File: src/rtl/rb_pkg.sv
package rb_pkg;
  // Default geometry of the bank; modules take these as parameter defaults.
  localparam int unsigned SLOTS_DEF  = 8;
  localparam int unsigned RES_W_DEF  = 12;
  localparam int unsigned EXT_W_DEF  = 4;
  localparam int unsigned WORD_W_DEF = 32;

  // Flag state held per slot.
  typedef struct packed {
    logic valid;
    logic ovr;
  } slot_flags_t;
endpackage

File: src/rtl/rb_fmt.sv
// Capture-side format conversion: offset binary to two's complement is an MSB flip.
module rb_fmt #(
  parameter int unsigned RES_W = rb_pkg::RES_W_DEF
) (
  input  logic [RES_W-1:0] raw,
  input  logic             twos,
  output logic [RES_W-1:0] code
);
  always_comb begin
    code = raw;
    if (twos) begin
      code[RES_W-1] = ~raw[RES_W-1];
    end
  end
endmodule

File: src/rtl/rb_slot.sv
// One result register with its valid and overrun flags.
module rb_slot #(
  parameter int unsigned RES_W = rb_pkg::RES_W_DEF
) (
  input  logic                clk,
  input  logic                rst_n,
  input  logic                wr_hit,
  input  logic [RES_W-1:0]    wr_code,
  input  logic                rd_hit,
  output logic [RES_W-1:0]    code_q,
  output rb_pkg::slot_flags_t flags_q
);
  rb_pkg::slot_flags_t flags_d;
  logic                load_code;

  assign load_code = wr_hit;

  always_comb begin
    flags_d = flags_q;
    if (wr_hit && rd_hit) begin
      flags_d.valid = 1'b1;
      flags_d.ovr   = 1'b0;
    end else if (wr_hit) begin
      flags_d.ovr   = flags_q.ovr | flags_q.valid;
      flags_d.valid = 1'b1;
    end else if (rd_hit) begin
      flags_d.valid = 1'b0;
      flags_d.ovr   = 1'b0;
    end
  end

  always_ff @(posedge clk or negedge rst_n) begin
    if (!rst_n) begin
      flags_q <= '0;
    end else begin
      flags_q <= flags_d;
    end
  end

  always_ff @(posedge clk or negedge rst_n) begin
    if (!rst_n) begin
      code_q <= '0;
    end else if (load_code) begin
      code_q <= wr_code;
    end
  end

  // a capture always leaves the slot valid
  a_r4_valid_after_write: assert property (@(posedge clk) disable iff (!rst_n)
    wr_hit |=> flags_q.valid);
  // overwrite of an unread result marks overrun
  a_r5_ovr_on_overwrite: assert property (@(posedge clk) disable iff (!rst_n)
    (wr_hit && !rd_hit && flags_q.valid) |=> flags_q.ovr);
  // overrun never exists without valid
  a_r5_ovr_needs_valid: assert property (@(posedge clk) disable iff (!rst_n)
    flags_q.ovr |-> flags_q.valid);
  // a plain read clears both flags
  a_r6_clear_on_read: assert property (@(posedge clk) disable iff (!rst_n)
    (rd_hit && !wr_hit) |=> (!flags_q.valid && !flags_q.ovr));
  // same-cycle write and read leaves fresh data without overrun
  a_r7_same_cycle: assert property (@(posedge clk) disable iff (!rst_n)
    (rd_hit && wr_hit) |=> (flags_q.valid && !flags_q.ovr));
  // the result changes only on a capture
  a_r8_code_stable: assert property (@(posedge clk) disable iff (!rst_n)
    !wr_hit |=> $stable(code_q));
endmodule

File: src/rtl/rb_rdpath.sv
// Read selection, word assembly and the registered read data.
module rb_rdpath #(
  parameter int unsigned SLOTS  = rb_pkg::SLOTS_DEF,
  parameter int unsigned RES_W  = rb_pkg::RES_W_DEF,
  parameter int unsigned EXT_W  = rb_pkg::EXT_W_DEF,
  parameter int unsigned WORD_W = rb_pkg::WORD_W_DEF,
  parameter int unsigned IDX_W  = $clog2(SLOTS)
) (
  input  logic                clk,
  input  logic                rst_n,
  input  logic                rd_en,
  input  logic [IDX_W-1:0]    rd_word,
  input  logic                fmt_twos,
  input  logic [RES_W-1:0]    codes [SLOTS],
  input  rb_pkg::slot_flags_t flags [SLOTS],
  output logic [WORD_W-1:0]   rd_data
);
  localparam int unsigned OVR_POS = RES_W + EXT_W;
  localparam int unsigned VLD_POS = OVR_POS + 1;

  logic [RES_W-1:0]  sel_code;
  rb_pkg::slot_flags_t sel_flags;
  logic [EXT_W-1:0]  sel_ext;
  logic [WORD_W-1:0] word_d;

  always_comb begin
    sel_code  = codes[rd_word];
    sel_flags = flags[rd_word];
    sel_ext   = fmt_twos ? {EXT_W{sel_code[RES_W-1]}} : '0;
    word_d    = '0;
    word_d[RES_W-1:0]       = sel_code;
    word_d[RES_W +: EXT_W]  = sel_ext;
    word_d[OVR_POS]         = sel_flags.ovr;
    word_d[VLD_POS]         = sel_flags.valid;
  end

  always_ff @(posedge clk or negedge rst_n) begin
    if (!rst_n) begin
      rd_data <= '0;
    end else if (rd_en) begin
      rd_data <= word_d;
    end
  end

  // read data only moves on a read strobe
  a_r10_hold: assert property (@(posedge clk) disable iff (!rst_n)
    !rd_en |=> $stable(rd_data));
  // bits above the valid flag stay zero
  a_r1_upper_zero: assert property (@(posedge clk) disable iff (!rst_n)
    rd_data[WORD_W-1:VLD_POS+1] == '0);
  // unsigned reads carry no extension
  a_r2_no_ext: assert property (@(posedge clk) disable iff (!rst_n)
    (rd_en && !fmt_twos) |=> rd_data[RES_W +: EXT_W] == '0);
  // overrun in a read word implies valid in that word
  a_r1_flag_pair: assert property (@(posedge clk) disable iff (!rst_n)
    rd_data[OVR_POS] |-> rd_data[VLD_POS]);
endmodule

File: src/rtl/adc_result_bank.sv
module adc_result_bank #(
  parameter int unsigned SLOTS  = rb_pkg::SLOTS_DEF,
  parameter int unsigned RES_W  = rb_pkg::RES_W_DEF,
  parameter int unsigned EXT_W  = rb_pkg::EXT_W_DEF,
  parameter int unsigned WORD_W = rb_pkg::WORD_W_DEF,
  parameter int unsigned IDX_W  = $clog2(SLOTS)
) (
  input  logic              clk,
  input  logic              rst_n,
  input  logic              wr_en,
  input  logic [IDX_W-1:0]  wr_slot,
  input  logic [RES_W-1:0]  wr_code,
  input  logic              fmt_twos,
  input  logic              rd_en,
  input  logic [IDX_W-1:0]  rd_word,
  output logic [WORD_W-1:0] rd_data
);
  logic [RES_W-1:0]    cap_code;
  logic [RES_W-1:0]    codes [SLOTS];
  rb_pkg::slot_flags_t flags [SLOTS];
  logic [SLOTS-1:0]    wr_hit;
  logic [SLOTS-1:0]    rd_hit;

  rb_fmt #(.RES_W(RES_W)) u_fmt (
    .raw  (wr_code),
    .twos (fmt_twos),
    .code (cap_code)
  );

  for (genvar g = 0; g < SLOTS; g++) begin : g_slot
    assign wr_hit[g] = wr_en && (wr_slot == IDX_W'(g));
    assign rd_hit[g] = rd_en && (rd_word == IDX_W'(g));

    rb_slot #(.RES_W(RES_W)) u_slot (
      .clk     (clk),
      .rst_n   (rst_n),
      .wr_hit  (wr_hit[g]),
      .wr_code (cap_code),
      .rd_hit  (rd_hit[g]),
      .code_q  (codes[g]),
      .flags_q (flags[g])
    );
  end

  rb_rdpath #(
    .SLOTS (SLOTS), .RES_W (RES_W), .EXT_W (EXT_W),
    .WORD_W(WORD_W), .IDX_W (IDX_W)
  ) u_rdpath (
    .clk      (clk),
    .rst_n    (rst_n),
    .rd_en    (rd_en),
    .rd_word  (rd_word),
    .fmt_twos (fmt_twos),
    .codes    (codes),
    .flags    (flags),
    .rd_data  (rd_data)
  );

  // at most one slot is targeted per strobe
  a_r8_one_hot_write: assert property (@(posedge clk) disable iff (!rst_n)
    $onehot0(wr_hit));
  a_r8_one_hot_read: assert property (@(posedge clk) disable iff (!rst_n)
    $onehot0(rd_hit));
endmodule

File: config.mk
export PLATFORM = sky130hd
export DESIGN_NAME = adc_result_bank
export DESIGN_NICKNAME = d
export VERILOG_FILES = /design/src/rtl/rb_pkg.sv /design/src/rtl/rb_fmt.sv /design/src/rtl/rb_slot.sv /design/src/rtl/rb_rdpath.sv /design/src/rtl/adc_result_bank.sv
export SDC_FILE = /design/constraint.sdc
export NUM_CORES = 1
export LEC_CHECK = 0
export ABC_CLOCK_PERIOD_IN_PS = 1600
export CORE_MARGIN = 2
export CORE_UTILIZATION = 55
export CTS_BUF_LIST = sky130_fd_sc_hd__clkbuf_8
export DETAILED_ROUTE_END_ITERATION = 16
export PLACE_DENSITY = 0.77
export SKIP_CTS_REPAIR_TIMING = 1
export SYNTH_ARGS = -nofsm -noshare
export SYNTH_HDL_FRONTEND = slang
export SYNTH_SLANG_ARGS = --single-unit
export TNS_END_PERCENT = 30
File: constraint.sdc
create_clock -name clk -period 1.6 [get_ports clk]
set_input_delay 0.16 -clock clk [delete_from_list [all_inputs] [get_ports clk]]
set_output_delay 0.16 -clock clk [all_outputs]
set_load 0.02 [all_outputs]
==> flow_summary.json, run 1 <==
{
  "worstPathRequired_ns": 1.44,
  "start_kind": "flip-flop",
  "pre_cts_ws_ns": -0.177,
  "design.core.area_um2": 10700,
  "die_width_um": 109,
  "min_period_ns": 1.54,
  "synth_mux_area_share_pct": 26.0,
  "synthCells": 468,
  "tritoncts": "done",
  "grt_max_degree": 49,
  "ys_seq_area_share_pct": 52.7,
  "cts.sinks": 127,
  "status": "finished clean",
  "n_antenna_cell": 0,
  "async_reset_ff_share_pct": 100,
  "setup_viol": 0,
  "finish.utilization_pct": 67.0,
  "grt_pass1_wl_um": 21300,
  "vias": 3889,
  "mostFrequentLayoutCell": "dfrtp_1",
  "synth_ff_type": "dfrtp_1",
  "path_max_fanout": 2,
  "dieArea_um2": 11800,
  "synth_area_per_cell_um2": 12.9,
  "clk_latency_ns": 0.44,
  "htree_levels": 4,
  "period_share_pct": 96.5,
  "synth_top_family_by_area": "multiplexers",
  "first_global_vias": 4137,
  "hp-class": "in -> async",
  "path_class": "reg -> out",
  "grt-ovfl-total": 0,
  "dp_hpwl_um": 8630,
  "port_buffers": 40,
  "clockBufferDepth": 2,
  "grt_use_total_pct": 24.1,
  "hold_violations": 0,
  "dr.pass1.iters": 4,
  "yosysWarnings": 0,
  "fp.dieH_um": 109,
  "endpoint_kind": "output pin",
  "slew_headroom_pct": 55.5,
  "synth-xor-area-share_pct": 0.145,
  "synthSimpleGateAreaFrac_pct": 7.84,
  "drtIter0Drc": 199,
  "area_growth_pct": 19.4,
  "cts_buffers": 17,
  "drc_errors": 0,
  "cts.clk_slew.worst_paths_ns": 0.07,
  "antenna_found_initial": 0,
  "worstPathArrival_ns": 1.38,
  "critPathSlowestCell": "clkdlybuf4s50_1",
  "core.rowCount": 38,
  "root_buffer": "clkbuf_8",
  "layout-drive-gt1-share_pct": 31.6,
  "gp_congestion": 0.776,
  "fill_cells": 800,
  "via_per_inst": 5.66,
  "place_area_um2": 6750,
  "crit_path_cell_trace": "clkdlybuf4s50_1",
  "rsz0062_at_grt": "no",
  "timing.fmax_ghz": 0.647,
  "path_delay_family": "buffers and inverters",
  "worst-slew-pin-transition_ns": 0.665,
  "p_leak_nw": 3.46,
  "critPathMaxStageDelay_ns": 0.60,
  "crit_buf_inv": 1,
  "drtAntennaViolNets": 0,
  "routed_wl_um": 12700,
  "hold_slack_ns": 0.220,
  "synth-adder-area-share_pct": 0,
  "synth_compound_area_share_pct": 6.99,
  "final_cell_mix": "dfrtp_1, mux2_2, mux2i_1",
  "fin_setup_tns_ns": 0,
  "layout.nets": 557,
  "maxCapViolCount": 0,
  "design_area_um2": 7200,
  "ys_ff_latch": 127,
  "top_level_ports": 55,
  "power_density_nw_per_um2": 1240,
  "syn_area_um2": 6030,
  "maxSlewViolCount": 0,
  "start_util_pct": 56.1,
  "layout_setup_ws_ns": 0.0554,
  "ir_drop_v": 0.000740,
  "finClkSkew_ns": 0.00779,
  "synth_edf_count": 0,
  "ys_types": 35,
  "detail_route.wl_per_cell_um": 18.5
}
==> per-stage QoR <==
stage               power, mW  instances
finish                   8.90        687
global route             9.38        687
CTS                      8.99        686
detailed placement       6.12        654
global placement         6.00        654
floorplan                5.48        481
==> Yosys cell counts, drive strengths merged (3+ instances only) <==
cell type | count | share of area (%)
a21oi | 9 | 0.75
nand4b | 3 | 0.75
mux2i | 54 | 9.0
nand3 | 13 | 1.1
nand2b | 5 | 0.52
nand2 | 28 | 1.7
nor2 | 14 | 0.91
buf | 47 | 5.8
a22oi | 13 | 1.6
mux2 | 89 | 17
a41o | 13 | 2.2
dfrtp | 127 | 53
o21ai | 10 | 0.83
nor2b | 16 | 1.7
o22a | 4 | 0.58
inv | 6 | 0.37
==> registers in the layout (all words and copies together) (netlist names) <==
| register | cells |
|---|---|
| g_slot.u_slot.code_q | 96 |
| u_rdpath.rd_data | 15 |
| g_slot.u_slot.flags_q | 16 |
==> cell type report <==
class | count | area, um2 | share of cell area (%)
sequential | 127 | 3180 | 44.1
tap | 140 | 175 | 2.43
inverter | 6 | 22.5 | 0.313
clock buffer | 18 | 248 | 3.44
clock inverter | 14 | 168 | 2.33
multi-input combinational | 299 | 2540 | 35.2
timing repair buffer | 83 | 873 | 12.1
==> kinds of logic after synthesis <==
kind of cell	after synthesis
muxes	143
DFF	127
and+or+nand+nor	84
AOI/OAI and AO/OA	57
buffers and inverters	55
xor gates and xnor gates	1
other	1
==> where the power goes <==
part           switching (mW)  internal, mW  total, mW  leakage [nW]
Combinational           0.793         0.982       1.77          1.73
Clock                    1.29          1.58       2.86         0.198
Sequential              0.361          3.90       4.26          1.53
==> routing by layer <==
layer	share of wire (%)	wire, um	track usage [%]	vias up
met1	44	5630	32.2	1972
met5	0	0	0	-
met2	49	6250	38.5	106
li1	-	-	-	1791
met3	4.7	597	4.72	20
met4	1.8	233	10.6	0
==> final timing paths <==
path	depth (start not counted)	end	slack (ns)	startpoint
min in group clk	3	u_rdpath.rd_data[15]	0.35	fmt_twos
worst min register to register	2	u_rdpath.rd_data[11]	0.48	u_rdpath.rd_data[11]
worst max register to register	3	u_rdpath.rd_data[15]	0.53	g_slot[7].u_slot.code_q[11]
worst max-delay path	1	rd_data[2]	0.06	u_rdpath.rd_data[2]
worst min-delay path	2	g_slot[7].u_slot.code_q[3]	0.22	rst_n
max in group asynchronous	3	g_slot[3].u_slot.code_q[5]	0.75	rst_n
(Power assumes the default switching activity.)
==> run 2, diff against run 1 <==
--- a/config.mk
+++ b/config.mk
@@ -6,11 +6,12 @@
 export NUM_CORES = 1
 export LEC_CHECK = 0
 export ABC_CLOCK_PERIOD_IN_PS = 1600
+export CAP_MARGIN = 10
 export CORE_MARGIN = 2
 export CORE_UTILIZATION = 55
 export CTS_BUF_LIST = sky130_fd_sc_hd__clkbuf_8
 export DETAILED_ROUTE_END_ITERATION = 16
-export PLACE_DENSITY = 0.77
+export PLACE_DENSITY = 0.84
 export SKIP_CTS_REPAIR_TIMING = 1
 export SYNTH_ARGS = -nofsm -noshare
 export SYNTH_HDL_FRONTEND = slang
==> run 2 against run 1 <==
Effect of this change:
- die area unchanged
- fmax is 8.8% higher
- count of clock-buffer cells in the layout unchanged
- combinational power barely moved
- core utilization rose by 0.95 points
- sequential share of layout area decreased by 0.62 points
- largest cell class unchanged
- largest power group unchanged
==> flow_summary.json, run 2 (same netlist as run 1, synthesis figures left out) <==
{
  "cts_buffers": 17,
  "port_buffers": 40,
  "critPathSlowestCell": "clkdlybuf4s50_1",
  "fin_setup_tns_ns": 0,
  "fp.dieH_um": 109,
  "core.rowCount": 38,
  "layout-drive-gt1-share_pct": 31.7,
  "crit_path_cell_trace": "clkdlybuf4s50_1 -> nor2b_1 -> buf_4 -> a22oi_1 -> a41o_1",
  "met2_usage_pct": 40.8,
  "reg_top3": "g_slot.u_slot.code_q: 96 flops, g_slot.u_slot.flags_q: 16 flops, u_rdpath.rd_data: 15 flops",
  "dp_cells": 653,
  "design.core.area_um2": 10700,
  "endpoint_kind": "flip-flop",
  "setup_viol": 0,
  "maxCapViolCount": 0,
  "n_antenna_cell": 0,
  "hold_slack_ns": 0.211,
  "ff_latch_area_um2": 3180,
  "gr-usage-met3_pct": 6.93,
  "timing.fmax_ghz": 0.704,
  "grt.met1_usage_pct": 30.6,
  "first_global_vias": 4255,
  "drtIter0Drc": 267,
  "vias": 3995,
  "timing.rr.end": "u_rdpath.rd_data[15]",
  "finClkSkew_ns": 0.00884,
  "dieArea_um2": 11800,
  "ir_drop_v": 0.000565,
  "maxSlewViolCount": 0,
  "p_leak_nw": 3.56,
  "min_period_ns": 1.42,
  "clockBufferDepth": 2,
  "crit_buf_inv": 2,
  "routed_wl_um": 13200,
  "path_delay_family": "buffers and inverters",
  "worstPathRequired_ns": 1.93,
  "slew_headroom_pct": 54.4,
  "start_util_pct": 56.1,
  "status": "finished clean",
  "via_per_inst": 5.82,
  "instances_no_fill": 686,
  "reg2reg_setup_slack_ns": 0.47,
  "grt-ovfl-total": 0,
  "grt_pass1_wl_um": 21700,
  "start_kind": "primary input",
  "fill_cells": 721,
  "hp-class": "in -> async",
  "dp_hpwl_um": 8710,
  "tritoncts": "done",
  "largest_reg_flops": 96,
  "gp_congestion": 0.832,
  "reg2reg_depth": 3,
  "path_class": "in -> reg",
  "busiest_layer": "met2",
  "grt_use_total_pct": 24.5,
  "cts.clk_slew.worst_paths_ns": 0.08,
  "path_max_fanout": 8,
  "worstPathArrival_ns": 1.75,
  "detail_route.wl_per_cell_um": 19.3,
  "area_growth_pct": 21.1,
  "clk_latency_ns": 0.45,
  "worst-slew-pin-transition_ns": 0.679,
  "antenna_found_initial": 0,
  "cts.sinks": 127,
  "layout.nets": 556,
  "top_level_ports": 55,
  "drtAntennaViolNets": 0,
  "power_density_nw_per_um2": 1290,
  "period_share_pct": 88.7,
  "worstReg2RegStart": "g_slot[4].u_slot.code_q[11]",
  "htree_levels": 4,
  "die_width_um": 109,
  "regMostFlops": "g_slot.u_slot.code_q",
  "rsz0062_at_grt": "no",
  "root_buffer": "clkbuf_8",
  "dr.pass1.iters": 5,
  "final_cell_mix": "dfrtp_1, mux2_2, mux2i_1",
  "hold_violations": 0,
  "drc_errors": 0,
  "critPathMaxStageDelay_ns": 0.63,
  "power_mw": 9.42,
  "grt_max_degree": 40,
  "mostFrequentLayoutCell": "dfrtp_1",
  "multiInputGateArea_um2": 2540
}
## run 2: changes by cell type in the layout (fill, tap and decap cells not counted)
cell | previous run | this run
bufinv_16 | 3 | 6
clkinv_4 | 2 | 1
buf_12 | 10 | 12
clkinvlp_4 | 5 | 4
buf_4 | 33 | 30
dlymetal6s2s_1 | 12 | 18
clkdlybuf4s50_1 | 26 | 20
inv_1 | 7 | 6
## run 2: area by class of cell
cell class	instances	share of cell area, %
flip-flops and latches	127	43.5
multi-input cells	299	34.7
repair buffers	82	12.4
clock buffers	18	3.39
clock inverters	14	3.26
well taps	140	2.40
inverters	6	0.308
## run 2: power breakdown
group,switching (mW),internal [mW],leakage [nW]
registers,0.384,3.90,1.53
logic,0.815,0.979,1.80
clock network,1.29,2.05,0.231
total,2.49,6.93,3.56
## run 2: how the worst max path moves through the flow
stage                               startpoint                          to  slack, ns  cells after the start
final                               rd_word[2]        u_rdpath.rd_data[10]       0.18                      5
after CTS                 u_rdpath.rd_data[15]                 rd_data[12]      -0.09                      1
after detailed placement            rd_word[2]        u_rdpath.rd_data[10]      -0.25                      5
after global placement              rd_word[2]        u_rdpath.rd_data[17]      -0.26                      5
after floorplan                     wr_slot[0]  g_slot[0].u_slot.code_q[0]       0.28                      4
after global routing                rd_word[0]         u_rdpath.rd_data[9]       0.16                      5
## run 2: per-layer routing
| metal | routed length [um] | up-vias |
|---|---|---|
| li1 | - | 1784 |
| met1 | 5590 | 2042 |
| met2 | 6640 | 145 |
| met3 | 781 | 24 |
| met4 | 231 | 0 |
| met5 | 0 | - |
## run 2: metrics by stage
step                      setup WS, ns  util, %  instance area [um2]
after global placement          -0.256     62.9                 6760
after CTS                      -0.0854     67.5                 7250
after detailed placement        -0.252     62.9                 6760
final                            0.180     68.0                 7300
after floorplan                  0.282        -                 6080
after global routing             0.158     68.0                 7300
